File: src/rtl/icx_pkg.sv
package icx_pkg;
  typedef enum logic [2:0] {
    RA_CAUSE_LO  = 3'd0,
    RA_CAUSE_HI  = 3'd1,
    RA_GPP_CAUSE = 3'd2,
    RA_MASK0_LO  = 3'd3,
    RA_MASK0_HI  = 3'd4,
    RA_MASK1_LO  = 3'd5,
    RA_GPP_MASK  = 3'd6,
    RA_PENDING   = 3'd7
  } reg_addr_e;
endpackage

File: src/rtl/icx_prio_enc.sv
module icx_prio_enc #(
  parameter int W = 32,
  localparam int IW = (W > 1) ? $clog2(W) : 1
) (
  input  logic [W-1:0]  vec_i,
  output logic [IW-1:0] idx_o,
  output logic          any_o
);
  // highest set bit wins: later iterations overwrite earlier ones
  always_comb begin
    idx_o = '0;
    any_o = 1'b0;
    for (int i = 0; i < W; i++) begin
      if (vec_i[i]) begin
        idx_o = IW'(i);
        any_o = 1'b1;
      end
    end
  end
endmodule

File: src/rtl/icx_cause_bank.sv
module icx_cause_bank #(
  parameter int W        = 32,
  parameter int SUM_BASE = 24,
  parameter int SUM_N    = 4,
  localparam int GRP     = W / SUM_N
) (
  input  logic         clk,
  input  logic         rst_n,
  input  logic [W-1:0] src_lo_i,
  input  logic [W-1:0] src_hi_i,
  input  logic [W-1:0] gpp_pin_i,
  input  logic [W-1:0] gpp_mask_i,
  input  logic         gpp_wr_i,
  input  logic [W-1:0] gpp_wdata_i,
  output logic [W-1:0] cause_lo_o,
  output logic [W-1:0] cause_hi_o,
  output logic [W-1:0] gpp_cause_o
);
  logic [W-1:0]     lo_q, hi_q, gpp_q, gpp_d;
  logic [SUM_N-1:0] summary;
  logic [W-1:0]     sum_vec;

  // sticky pin causes: write-0 clears, a high pin overrides the clear
  always_comb begin
    gpp_d = gpp_wr_i ? (gpp_q & gpp_wdata_i) : gpp_q;
    gpp_d = gpp_d | gpp_pin_i;
  end

  always_ff @(posedge clk or negedge rst_n) begin
    if (!rst_n) begin
      lo_q  <= '0;
      hi_q  <= '0;
      gpp_q <= '0;
    end else begin
      lo_q  <= src_lo_i;
      hi_q  <= src_hi_i;
      gpp_q <= gpp_d;
    end
  end

  for (genvar k = 0; k < SUM_N; k++) begin : g_sum
    assign summary[k] = |(gpp_q[k*GRP +: GRP] & gpp_mask_i[k*GRP +: GRP]);
  end

  // splice the summary field into the high word
  always_comb begin
    sum_vec = hi_q;
    for (int k = 0; k < SUM_N; k++) sum_vec[SUM_BASE+k] = summary[k];
  end

  assign cause_lo_o  = lo_q;
  assign cause_hi_o  = sum_vec;
  assign gpp_cause_o = gpp_q;

  a_r6_gpp_hold: assert property (@(posedge clk) disable iff (!rst_n)
    !$past(gpp_wr_i) |-> ((gpp_q & $past(gpp_q)) == $past(gpp_q)));
endmodule

File: src/rtl/icx_mask_bank.sv
module icx_mask_bank
  import icx_pkg::*;
#(
  parameter int W        = 32,
  parameter int DOORBELL = 28
) (
  input  logic         clk,
  input  logic         rst_n,
  input  logic         wr_i,
  input  reg_addr_e    addr_i,
  input  logic [W-1:0] wdata_i,
  output logic [W-1:0] m0_lo_o,
  output logic [W-1:0] m0_hi_o,
  output logic [W-1:0] m1_lo_o,
  output logic [W-1:0] gpp_mask_o
);
  logic [W-1:0] m0_lo_q, m0_hi_q, gmask_q;
  logic         m1_db_q;

  always_ff @(posedge clk or negedge rst_n) begin
    if (!rst_n) begin
      m0_lo_q <= '0;
      m0_hi_q <= '0;
      gmask_q <= '0;
      m1_db_q <= 1'b0;
    end else if (wr_i) begin
      case (addr_i)
        RA_MASK0_LO: m0_lo_q <= wdata_i;
        RA_MASK0_HI: m0_hi_q <= wdata_i;
        RA_MASK1_LO: m1_db_q <= wdata_i[DOORBELL];
        RA_GPP_MASK: gmask_q <= wdata_i;
        default: ;
      endcase
    end
  end

  assign m0_lo_o    = m0_lo_q;
  assign m0_hi_o    = m0_hi_q;
  assign gpp_mask_o = gmask_q;
  assign m1_lo_o    = W'(m1_db_q) << DOORBELL;

  a_r10_mask_hold: assert property (@(posedge clk) disable iff (!rst_n)
    !$past(wr_i) |-> ($stable(m0_lo_q) && $stable(m0_hi_q) && $stable(gmask_q)));
endmodule

File: src/rtl/icx_pending_sel.sv
module icx_pending_sel #(
  parameter int W        = 32,
  parameter int SUM_BASE = 24,
  parameter int SUM_N    = 4,
  localparam int NUM_W   = $clog2(3*W),
  localparam int IW      = $clog2(W)
) (
  input  logic [W-1:0]     en_lo_i,
  input  logic [W-1:0]     en_hi_i,
  input  logic [W-1:0]     en_gpp_i,
  output logic [NUM_W-1:0] num_o,
  output logic             valid_o
);
  logic [IW-1:0] lo_idx, hi_idx, gpp_idx;
  logic          lo_any, hi_any, gpp_any, hi_is_sum;

  icx_prio_enc #(.W(W)) u_lo  (.vec_i(en_lo_i),  .idx_o(lo_idx),  .any_o(lo_any));
  icx_prio_enc #(.W(W)) u_hi  (.vec_i(en_hi_i),  .idx_o(hi_idx),  .any_o(hi_any));
  icx_prio_enc #(.W(W)) u_gpp (.vec_i(en_gpp_i), .idx_o(gpp_idx), .any_o(gpp_any));

  assign hi_is_sum = (int'(hi_idx) >= SUM_BASE) && (int'(hi_idx) < SUM_BASE + SUM_N);

  always_comb begin
    num_o   = '1;
    valid_o = 1'b0;
    if (lo_any) begin
      num_o   = NUM_W'(lo_idx);
      valid_o = 1'b1;
    end else if (hi_any) begin
      if (!hi_is_sum) begin
        num_o   = NUM_W'(W) + NUM_W'(hi_idx);
        valid_o = 1'b1;
      end else if (gpp_any) begin
        num_o   = NUM_W'(2*W) + NUM_W'(gpp_idx);
        valid_o = 1'b1;
      end
    end
  end
endmodule

File: src/rtl/casc_intc.sv
module casc_intc
  import icx_pkg::*;
#(
  parameter int          WORD_W   = 32,
  parameter logic [31:0] VALID_LO = 32'h3DFF_FFFE,
  parameter logic [31:0] VALID_HI = 32'h1F00_03F7,
  parameter int          SUM_BASE = 24,
  parameter int          SUM_N    = 4,
  parameter int          DOORBELL = 28,
  localparam int         NUM_W    = $clog2(3*WORD_W)
) (
  input  logic              clk,
  input  logic              rst_n,
  input  logic [WORD_W-1:0] src_lo_i,
  input  logic [WORD_W-1:0] src_hi_i,
  input  logic [WORD_W-1:0] gpp_pin_i,
  input  logic              reg_wen_i,
  input  logic [2:0]        reg_addr_i,
  input  logic [WORD_W-1:0] reg_wdata_i,
  output logic [WORD_W-1:0] reg_rdata_o,
  output logic              cpu0_irq_o,
  output logic              cpu1_irq_o,
  output logic [NUM_W-1:0]  irq_num_o,
  output logic              irq_num_valid_o
);
  localparam logic [WORD_W-1:0] VL = WORD_W'(VALID_LO);
  localparam logic [WORD_W-1:0] VH = WORD_W'(VALID_HI);

  reg_addr_e         addr;
  logic [WORD_W-1:0] cause_lo, cause_hi, gpp_cause;
  logic [WORD_W-1:0] m0_lo, m0_hi, m1_lo, gpp_mask;
  logic [WORD_W-1:0] en_lo, en_hi;
  logic              gpp_wr;

  assign addr   = reg_addr_e'(reg_addr_i);
  assign gpp_wr = reg_wen_i && (addr == RA_GPP_CAUSE);

  icx_cause_bank #(.W(WORD_W), .SUM_BASE(SUM_BASE), .SUM_N(SUM_N)) u_cause (
    .clk(clk), .rst_n(rst_n),
    .src_lo_i(src_lo_i), .src_hi_i(src_hi_i), .gpp_pin_i(gpp_pin_i),
    .gpp_mask_i(gpp_mask), .gpp_wr_i(gpp_wr), .gpp_wdata_i(reg_wdata_i),
    .cause_lo_o(cause_lo), .cause_hi_o(cause_hi), .gpp_cause_o(gpp_cause)
  );

  icx_mask_bank #(.W(WORD_W), .DOORBELL(DOORBELL)) u_mask (
    .clk(clk), .rst_n(rst_n), .wr_i(reg_wen_i), .addr_i(addr),
    .wdata_i(reg_wdata_i), .m0_lo_o(m0_lo), .m0_hi_o(m0_hi),
    .m1_lo_o(m1_lo), .gpp_mask_o(gpp_mask)
  );

  assign en_lo = cause_lo & VL & m0_lo;
  assign en_hi = cause_hi & VH & m0_hi;

  icx_pending_sel #(.W(WORD_W), .SUM_BASE(SUM_BASE), .SUM_N(SUM_N)) u_sel (
    .en_lo_i(en_lo), .en_hi_i(en_hi), .en_gpp_i(gpp_cause & gpp_mask),
    .num_o(irq_num_o), .valid_o(irq_num_valid_o)
  );

  assign cpu0_irq_o = (|en_lo) || (|en_hi);
  assign cpu1_irq_o = cause_lo[DOORBELL] & m1_lo[DOORBELL];

  always_comb begin
    case (addr)
      RA_CAUSE_LO:  reg_rdata_o = cause_lo;
      RA_CAUSE_HI:  reg_rdata_o = cause_hi;
      RA_GPP_CAUSE: reg_rdata_o = gpp_cause;
      RA_MASK0_LO:  reg_rdata_o = m0_lo;
      RA_MASK0_HI:  reg_rdata_o = m0_hi;
      RA_MASK1_LO:  reg_rdata_o = m1_lo;
      RA_GPP_MASK:  reg_rdata_o = gpp_mask;
      default: begin
        reg_rdata_o = WORD_W'(irq_num_o);
        reg_rdata_o[WORD_W-1] = irq_num_valid_o;
      end
    endcase
  end

  a_r7_cpu1_doorbell_only: assert property (@(posedge clk) disable iff (!rst_n)
    cpu1_irq_o |-> cause_lo[DOORBELL]);
  a_r9_spurious_code: assert property (@(posedge clk) disable iff (!rst_n)
    !irq_num_valid_o |-> (irq_num_o == '1));
  a_r3_num_in_range: assert property (@(posedge clk) disable iff (!rst_n)
    irq_num_valid_o |-> (int'(irq_num_o) < 3*WORD_W));
  a_r8_valid_has_irq: assert property (@(posedge clk) disable iff (!rst_n)
    irq_num_valid_o |-> cpu0_irq_o);
  a_r4_low_first: assert property (@(posedge clk) disable iff (!rst_n)
    (|en_lo) |-> (irq_num_valid_o && int'(irq_num_o) < WORD_W));
endmodule

File: config.mk
export PLATFORM = sky130hd
export DESIGN_NAME = casc_intc
export DESIGN_NICKNAME = d
export VERILOG_FILES = /design/src/rtl/icx_pkg.sv /design/src/rtl/icx_prio_enc.sv /design/src/rtl/icx_cause_bank.sv /design/src/rtl/icx_mask_bank.sv /design/src/rtl/icx_pending_sel.sv /design/src/rtl/casc_intc.sv
export SDC_FILE = /design/constraint.sdc
export NUM_CORES = 1
export LEC_CHECK = 0
export BUFFER_PORTS_ARGS = -buffer_cell sky130_fd_sc_hd__clkbuf_2
export CAP_MARGIN = 20
export CORE_ASPECT_RATIO = 0.7
export CORE_MARGIN = 3
export CORE_UTILIZATION = 45
export CTS_BUF_LIST = sky130_fd_sc_hd__clkbuf_16
export DETAILED_ROUTE_END_ITERATION = 8
export PLACE_DENSITY = 0.63
export REMOVE_ABC_BUFFERS = 1
export SETUP_SLACK_MARGIN = 0.3
export SLEW_MARGIN = 10
export SYNTH_ARGS = -nofsm -noshare
export SYNTH_HDL_FRONTEND = slang
export SYNTH_SLANG_ARGS = --single-unit
File: constraint.sdc
create_clock -name clk -period 3.9 [get_ports clk]
set_input_delay 0.78 -clock clk [delete_from_list [all_inputs] [get_ports clk]]
set_output_delay 0.78 -clock clk [all_outputs]
set_load 0.005 [all_outputs]
==> results of run 1 <==
## cell families (layout without fill, tap and decap cells)
family / count (synthesis) / after routing
simple gates: 184 / 184
compound gates: 234 / 234
flops: 189 / 189
buf+inv: 41 / 243
mux: 120 / 120
## synthesized netlist by cell type, drive strengths merged, types with 5 or more instances
cell    number
a21oi       15
a22o        23
a22oi       82
a32o         5
and2        15
buf         11
clkbuf      27
dfrtp      189
mux2       104
mux2i       13
nand2       60
nand2b      33
nand3       31
nor2        19
o21ai       56
## stage by stage
step	power (mW)	worst slack, ns	util, %	hold WS, ns
2_1_floorplan	3.115	0.3350	-	0.4738
3_3_place_gp	3.594	0.4408	52.88	0.4816
3_5_place_dp	3.613	0.4243	52.88	0.4876
4_1_cts	5.458	0.2590	56.75	0.2732
5_1_grt	5.732	0.1772	57.34	0.2891
6_report	5.482	0.2805	57.34	0.2777
## layout make-up
type,instances,area share (%)
Sequential cell,189,42.94
Multi-Input combinational cell,538,38.00
Clock buffer,17,3.857
Timing Repair Buffer,208,10.57
Clock inverter,15,1.531
Tap cell,264,2.995
Inverter,3,0.1021
## sequential cells by signal, summed over array words and instances (netlist names)
| register | flops |
|---|---|
| u_cause.hi_q | 28 |
| u_mask.gpp_mask_o | 32 |
| u_mask.m0_lo_o | 32 |
| u_mask.m0_hi_o | 32 |
| u_cause.cause_lo_o | 32 |
| u_cause.gpp_cause_o | 32 |
| u_mask.m1_db_q | 1 |
## routing by layer
metal	routed length, microns	share of wire [%]
met5	0	0
met4	397	1.4
met3	2296	8.3
met2	11420	41
met1	13590	49
## where the power goes
| part | total [mW] | leakage (nW) | internal [mW] | switching (mW) |
|---|---|---|---|---|
| logic | 1.20 | 2.35 | 0.606 | 0.598 |
| registers | 2.49 | 2.15 | 2.22 | 0.272 |
| clock network | 1.78 | 0.292 | 1.01 | 0.778 |
| total | 5.48 | 4.79 | 3.83 | 1.65 |
## worst max path at each step
stage | from | end | slack (ns) | depth (start not counted)
after CTS | u_cause.gpp_cause_o[27] | reg_rdata_o[31] | 0.26 | 7
after global routing | u_cause.gpp_cause_o[5] | reg_rdata_o[2] | 0.18 | 9
after global placement | reg_addr_i[0] | reg_rdata_o[23] | 0.44 | 5
final | u_cause.gpp_cause_o[26] | reg_rdata_o[2] | 0.28 | 9
after detailed placement | u_cause.cause_lo_o[2] | reg_rdata_o[31] | 0.42 | 8
after floorplan | reg_addr_i[2] | u_mask.m0_hi_o[0] | 0.34 | 4
## critical path, delay by kind of cell (launching register included)
family                 cells  cell delay (ns)
AOI/OAI and AO/OA          5             1.45
buffers and inverters      2             0.24
DFF                        1             0.44
and+or+nand+nor            2             0.26
## what timing repair did
action	4_1_cts	5_1_grt
gates resized for setup	16	17
setup endpoints to repair	7	8
cloned	0	0
setup buffers	9	3
pin swaps	8	7
==> metrics.txt, run 1 <==
Starting Density=46.76%; RR Endpoint=u_mask.gpp_mask_o[27]; synthesized area per cell=11.71 sq um; port bufs=171; Final Setup Violations=0; Area contributors post-synth=dfrtp_1 53%, mux2_2 13%, a22oi_1 6.8%, o21ai_0 3.1%, nand2_1 2.5%; met2 usage=a little over a third; CTS root buffer=clkbuf_16; Crit. End Element=output port; Post-Synth Adder-Cell Area=0%; Clock Skews=0 ns; endpoints failing hold=0; Reg clk slew, reported paths=0.07 ns; Post-Route WL=27710 microns; Synth async-reset ratio=100.0%; Required @ worst endpoint=approximately 3.1 ns; top_reg_cell synth=dfrtp_1; most frequent cells in the layout=184 x dfrtp_1, 169 x clkbuf_2, 103 x mux2_2; Synth Area in XOR/XNOR=0%; Core ar.=around 19000 sq um; fin. max-slew vios=0; Area Growth Syn to Fin=22.63%; crit path cell chain=a22o_4 > o41ai_4 > o2111a_2 > buf_6 > nand3_2 > o311ai_1 > nand4_1 > a221o_1 > clkbuf_2; Die X=between 150 and 200 microns; Antenna Cells=0; Post-Syn Area=around 9000 sq um; total congestion overflow=0; R2R Setup Slk=between 2 and 3 ns; worst r2r path cells=2; num ports=around 180; Seq. cell area=4736 sq um; VDD IR max=around 0.00031 V; drt pass-1 iters=5; hold buffer count at cts=0; total power divided by cell area=a little under 500 nW/um^2; Period minus WS final=3.619 ns; share of layout cells above drive strength 1=40.10%; Synth Instances=~770; largest net degree at the start of global routing=75; Peak Freq=roughly 280 MHz; RSZ-0062 raised after global routing=true; Post-DP Area=10170 sq um; CP Class=reg2out; Slowest cell on crit path=dfrtp_1; WP data arrival=around 2.8 ns; DRT antenna net count=0; Layout fillers=~1700; GR Util met3=under 10%; Die Ht=~120 microns; crit-path max cell delay=~0.44 ns; clock latency on the worst-skew pair=between 0.4 and 0.5 ns; Worst-Margin Slew=0.5541 ns; Post-Synth Simple-Gate Area=a little over a tenth; GR Util met1=around two fifths; commonest non-fill, non-tap cell in the layout=dfrtp_1; first-pass GRT wire length=around 43000 microns; fin area=between 10000 and 15000 sq um; Slew HR=63.06%; Yosys reg bits=189; area of the multi-input gates=4192 sq um; part of the cycle the worst path needs=between 90 and 100%; initial antenna violation count=0; post-synth top area share=52.59%; DR vias=about 7300; grt peak-use layer=met1; status=complete, no violations; worst r2r src=u_mask.gpp_mask_o[27]; synth unique cells=65; dpl hpwl=between 15000 and 20000 microns; leakage=around 4.8 nW; CTS Buf Count=17; Final #Nets=~1100; largest family of logic cells by synthesized area=compound AO/OA/AOI/OAI gates; num rows=42; Synth warnings=0; RePlAce Congestion=around 0.89; WL per Instance=~22 microns; DRC=0; Post-synth EDFFs=0; Seq/Total Area, Yosys=a little over half; post-synthesis mux area share=between 10% and 20%; area of the die=between 20000 and 25000 sq um; hold crit path type=in2async; Synth Area in Compound Gates=19.03%; clk sinks=between 150 and 200; DR iter-0 viols=slightly above 700; CP startpoint kind=flip-flop; CTS HTree Levels=4; CP Max Fanout=4; Total GRT Usage=25.74%; Final TNS setup=0 ns; Avg Vias per Cell=5.953; Layout Cells excl Fill=between 1000 and 1500; post-synth top area cell=dfrtp_1; CTS tree=built; vias in the first global route=~7400; buffer levels on the longest clock path=2; placed insts=approximately 1200; max_cap viols=0
Note: power is estimated with default switching activity, not from simulation.
==> run 2: changes to the inputs <==
==> constraint.sdc (replaced) <==
create_clock -name clk -period 3.6 [get_ports clk]
set_input_delay 0.72 -clock clk [delete_from_list [all_inputs] [get_ports clk]]
set_output_delay 0.72 -clock clk [all_outputs]
set_load 0.005 [all_outputs]
==> metrics.txt, run 2 (same netlist as run 1, synthesis figures left out) <==
CP Max Fanout=4 (unchanged); port bufs=171 (unchanged); crit path cell chain=a22o_4 > nor4_4 > o2111a_2 > buf_6 > nand3_2 > o311ai_1 > nand4_1 > a221o_1 > clkbuf_2 (was a22o_4 > o41ai_4 > o2111a_2 > buf_6 > nand3_2 > o311ai_1 > nand4_1 > a221o_1 > clkbuf_2); instance count on the critical path=9 (unchanged); CTS Buf Count=17 (unchanged); final setup margin=0.07964 ns (was 0.2805 ns); CP bufs+invs=2 (unchanged); largest net degree at the start of global routing=82 (was 75); dpl hpwl=20000 microns (was 19510 microns); worst r2r path cells=2 (unchanged); hold crit path type=in2async (unchanged); commonest non-fill, non-tap cell in the layout=dfrtp_1 (unchanged); leakage=4.929 nW (was 4.791 nW); area of the die=21750 sq um (unchanged); Total Power=5.899 mW (was 5.482 mW); Hold Slack=0.3042 ns (was 0.2777 ns); Required @ worst endpoint=2.88 ns (was 3.12 ns); Reg clk slew, reported paths=0.07 ns (about the same); CTS HTree Levels=4 (unchanged); Peak Freq=about 280 MHz; crit-path max cell delay=0.43 ns (was 0.44 ns); RSZ-0062 raised after global routing=true (unchanged); Period minus WS final=between 3 and 4 ns; max_cap viols=0 (unchanged); final core utilization=58.81% (was 57.34%); VDD IR max=0.0003409 V (was 0.0003127 V); DR vias=7567 (was 7346); buffer levels on the longest clock path=2 (unchanged); first-pass GRT wire length=43410 microns (was 43190 microns); Total GRT Usage=25.92% (was 25.74%); Slew HR=52.66% (was 63.06%); most frequent cells in the layout=181 x dfrtp_1, 169 x clkbuf_2, 102 x mux2_2 (was 184 x dfrtp_1, 169 x clkbuf_2, 103 x mux2_2); share of layout cells above drive strength 1=43.11% (was 40.10%); Starting Density=46.76% (unchanged); Final Setup Violations=0 (unchanged); Layout fillers=1697 (was 1707); Post-DP Area=10260 sq um (was 10170 sq um); Crit. End Element=output port (unchanged); vias in the first global route=7408 (was 7397); Area Growth Syn to Fin=25.76% (was 22.63%); Die X=175.0 microns (unchanged); DRC=0 (unchanged); Final #Nets=1123 (was 1091); Clock Skews=0 ns (unchanged); CP Class=reg2out (unchanged); Antenna Cells=0 (unchanged); Seq. cell area=4740 sq um (was 4736 sq um); DRT antenna net count=0 (unchanged); DR iter-0 viols=682 (was 723); critical path's top delay family=compound AO/OA/AOI/OAI gates (unchanged); part of the cycle the worst path needs=between 90% and 100%; status=complete, no violations (unchanged); Worst-Margin Slew=0.7100 ns (was 0.5541 ns); Final TNS setup=0 ns (unchanged); drt pass-1 iters=8 (was 5); clock latency on the worst-skew pair=0.44 ns (was 0.43 ns); CTS tree=built (unchanged); Post-Route WL=28470 microns (was 27710 microns); fin. max-slew vios=0 (unchanged); total congestion overflow=0 (unchanged); Core ar.=19230 sq um (unchanged); Layout Cells excl Fill=1266 (was 1234); WL per Instance=22.49 microns (was 22.45 microns); fin area=11310 sq um (was 11030 sq um); WP data arrival=2.80 ns (was 2.84 ns); num ports=176 (unchanged); total power divided by cell area=521.5 nW/um^2 (was 497.0 nW/um^2); Slowest cell on crit path=dfrtp_1 (unchanged); initial antenna violation count=0 (unchanged); clk sinks=189 (unchanged); CP startpoint kind=flip-flop (unchanged); Die Ht=124.3 microns (unchanged); pre-CTS WS=0.3454 ns (was 0.4243 ns); RePlAce Congestion=0.9197 (was 0.8895); area of the multi-input gates=4247 sq um (was 4192 sq um); num rows=42 (unchanged); Avg Vias per Cell=5.977 (was 5.953); hold buffer count at cts=0 (unchanged); placed insts=1199 (was 1189); CTS root buffer=clkbuf_16 (unchanged); endpoints failing hold=0 (unchanged)
==> run 2: power breakdown <==
group | internal, mW | total, mW | switching, mW
Sequential | 2.41 | 2.70 | 0.293
Combinational | 0.713 | 1.39 | 0.679
Clock | 0.908 | 1.81 | 0.900
==> run 2: worst register-to-register path: cells and delay by family (launching register included) <==
| kind | cells | cell delay [ns] |
|---|---|---|
| DFF | 1 | 0.41 |
| muxes | 1 | 0.25 |
| buffers and inverters | 1 | 0.16 |
==> run 2: layout make-up <==
type | instances | area share (%)
timing repair buffer | 240 | 12.54
sequential | 189 | 41.90
clock inverter | 15 | 1.228
clock buffer | 17 | 3.761
multi-input combinational | 538 | 37.54
inverter | 3 | 0.09956
tap | 264 | 2.920
==> run 2: what timing repair did <==
item,in CTS,in global routing
endpoints found under the setup margin,13,14
pin swaps,18,9
gates resized for setup,31,19
buffers inserted,24,11
==> run 2: path summary, 6_finish.rpt <==
kind                                         start                    end  slack [ns]
min in group clk                      src_hi_i[12]       u_cause.hi_q[12]        0.38
max in group asynchronous                    rst_n   u_mask.gpp_mask_o[5]        2.30
max                        u_cause.gpp_cause_o[18]         reg_rdata_o[2]        0.08
min                                          rst_n     u_mask.m0_lo_o[27]        0.30
max reg2reg                  u_mask.gpp_mask_o[18]  u_mask.gpp_mask_o[18]        2.67
min reg2reg                     u_mask.m0_lo_o[30]     u_mask.m0_lo_o[30]        0.51
==> run 2: routing by layer <==
| layer | GRT usage (%) | wire length (microns) | vias to the layer above |
|---|---|---|---|
| li1 | - | - | 3368 |
| met1 | 39.67 | 13440 | 3786 |
| met2 | 36.16 | 11740 | 381 |
| met3 | 8.074 | 2938 | 32 |
| met4 | 5.345 | 355 | 0 |
| met5 | 0 | 0 | - |
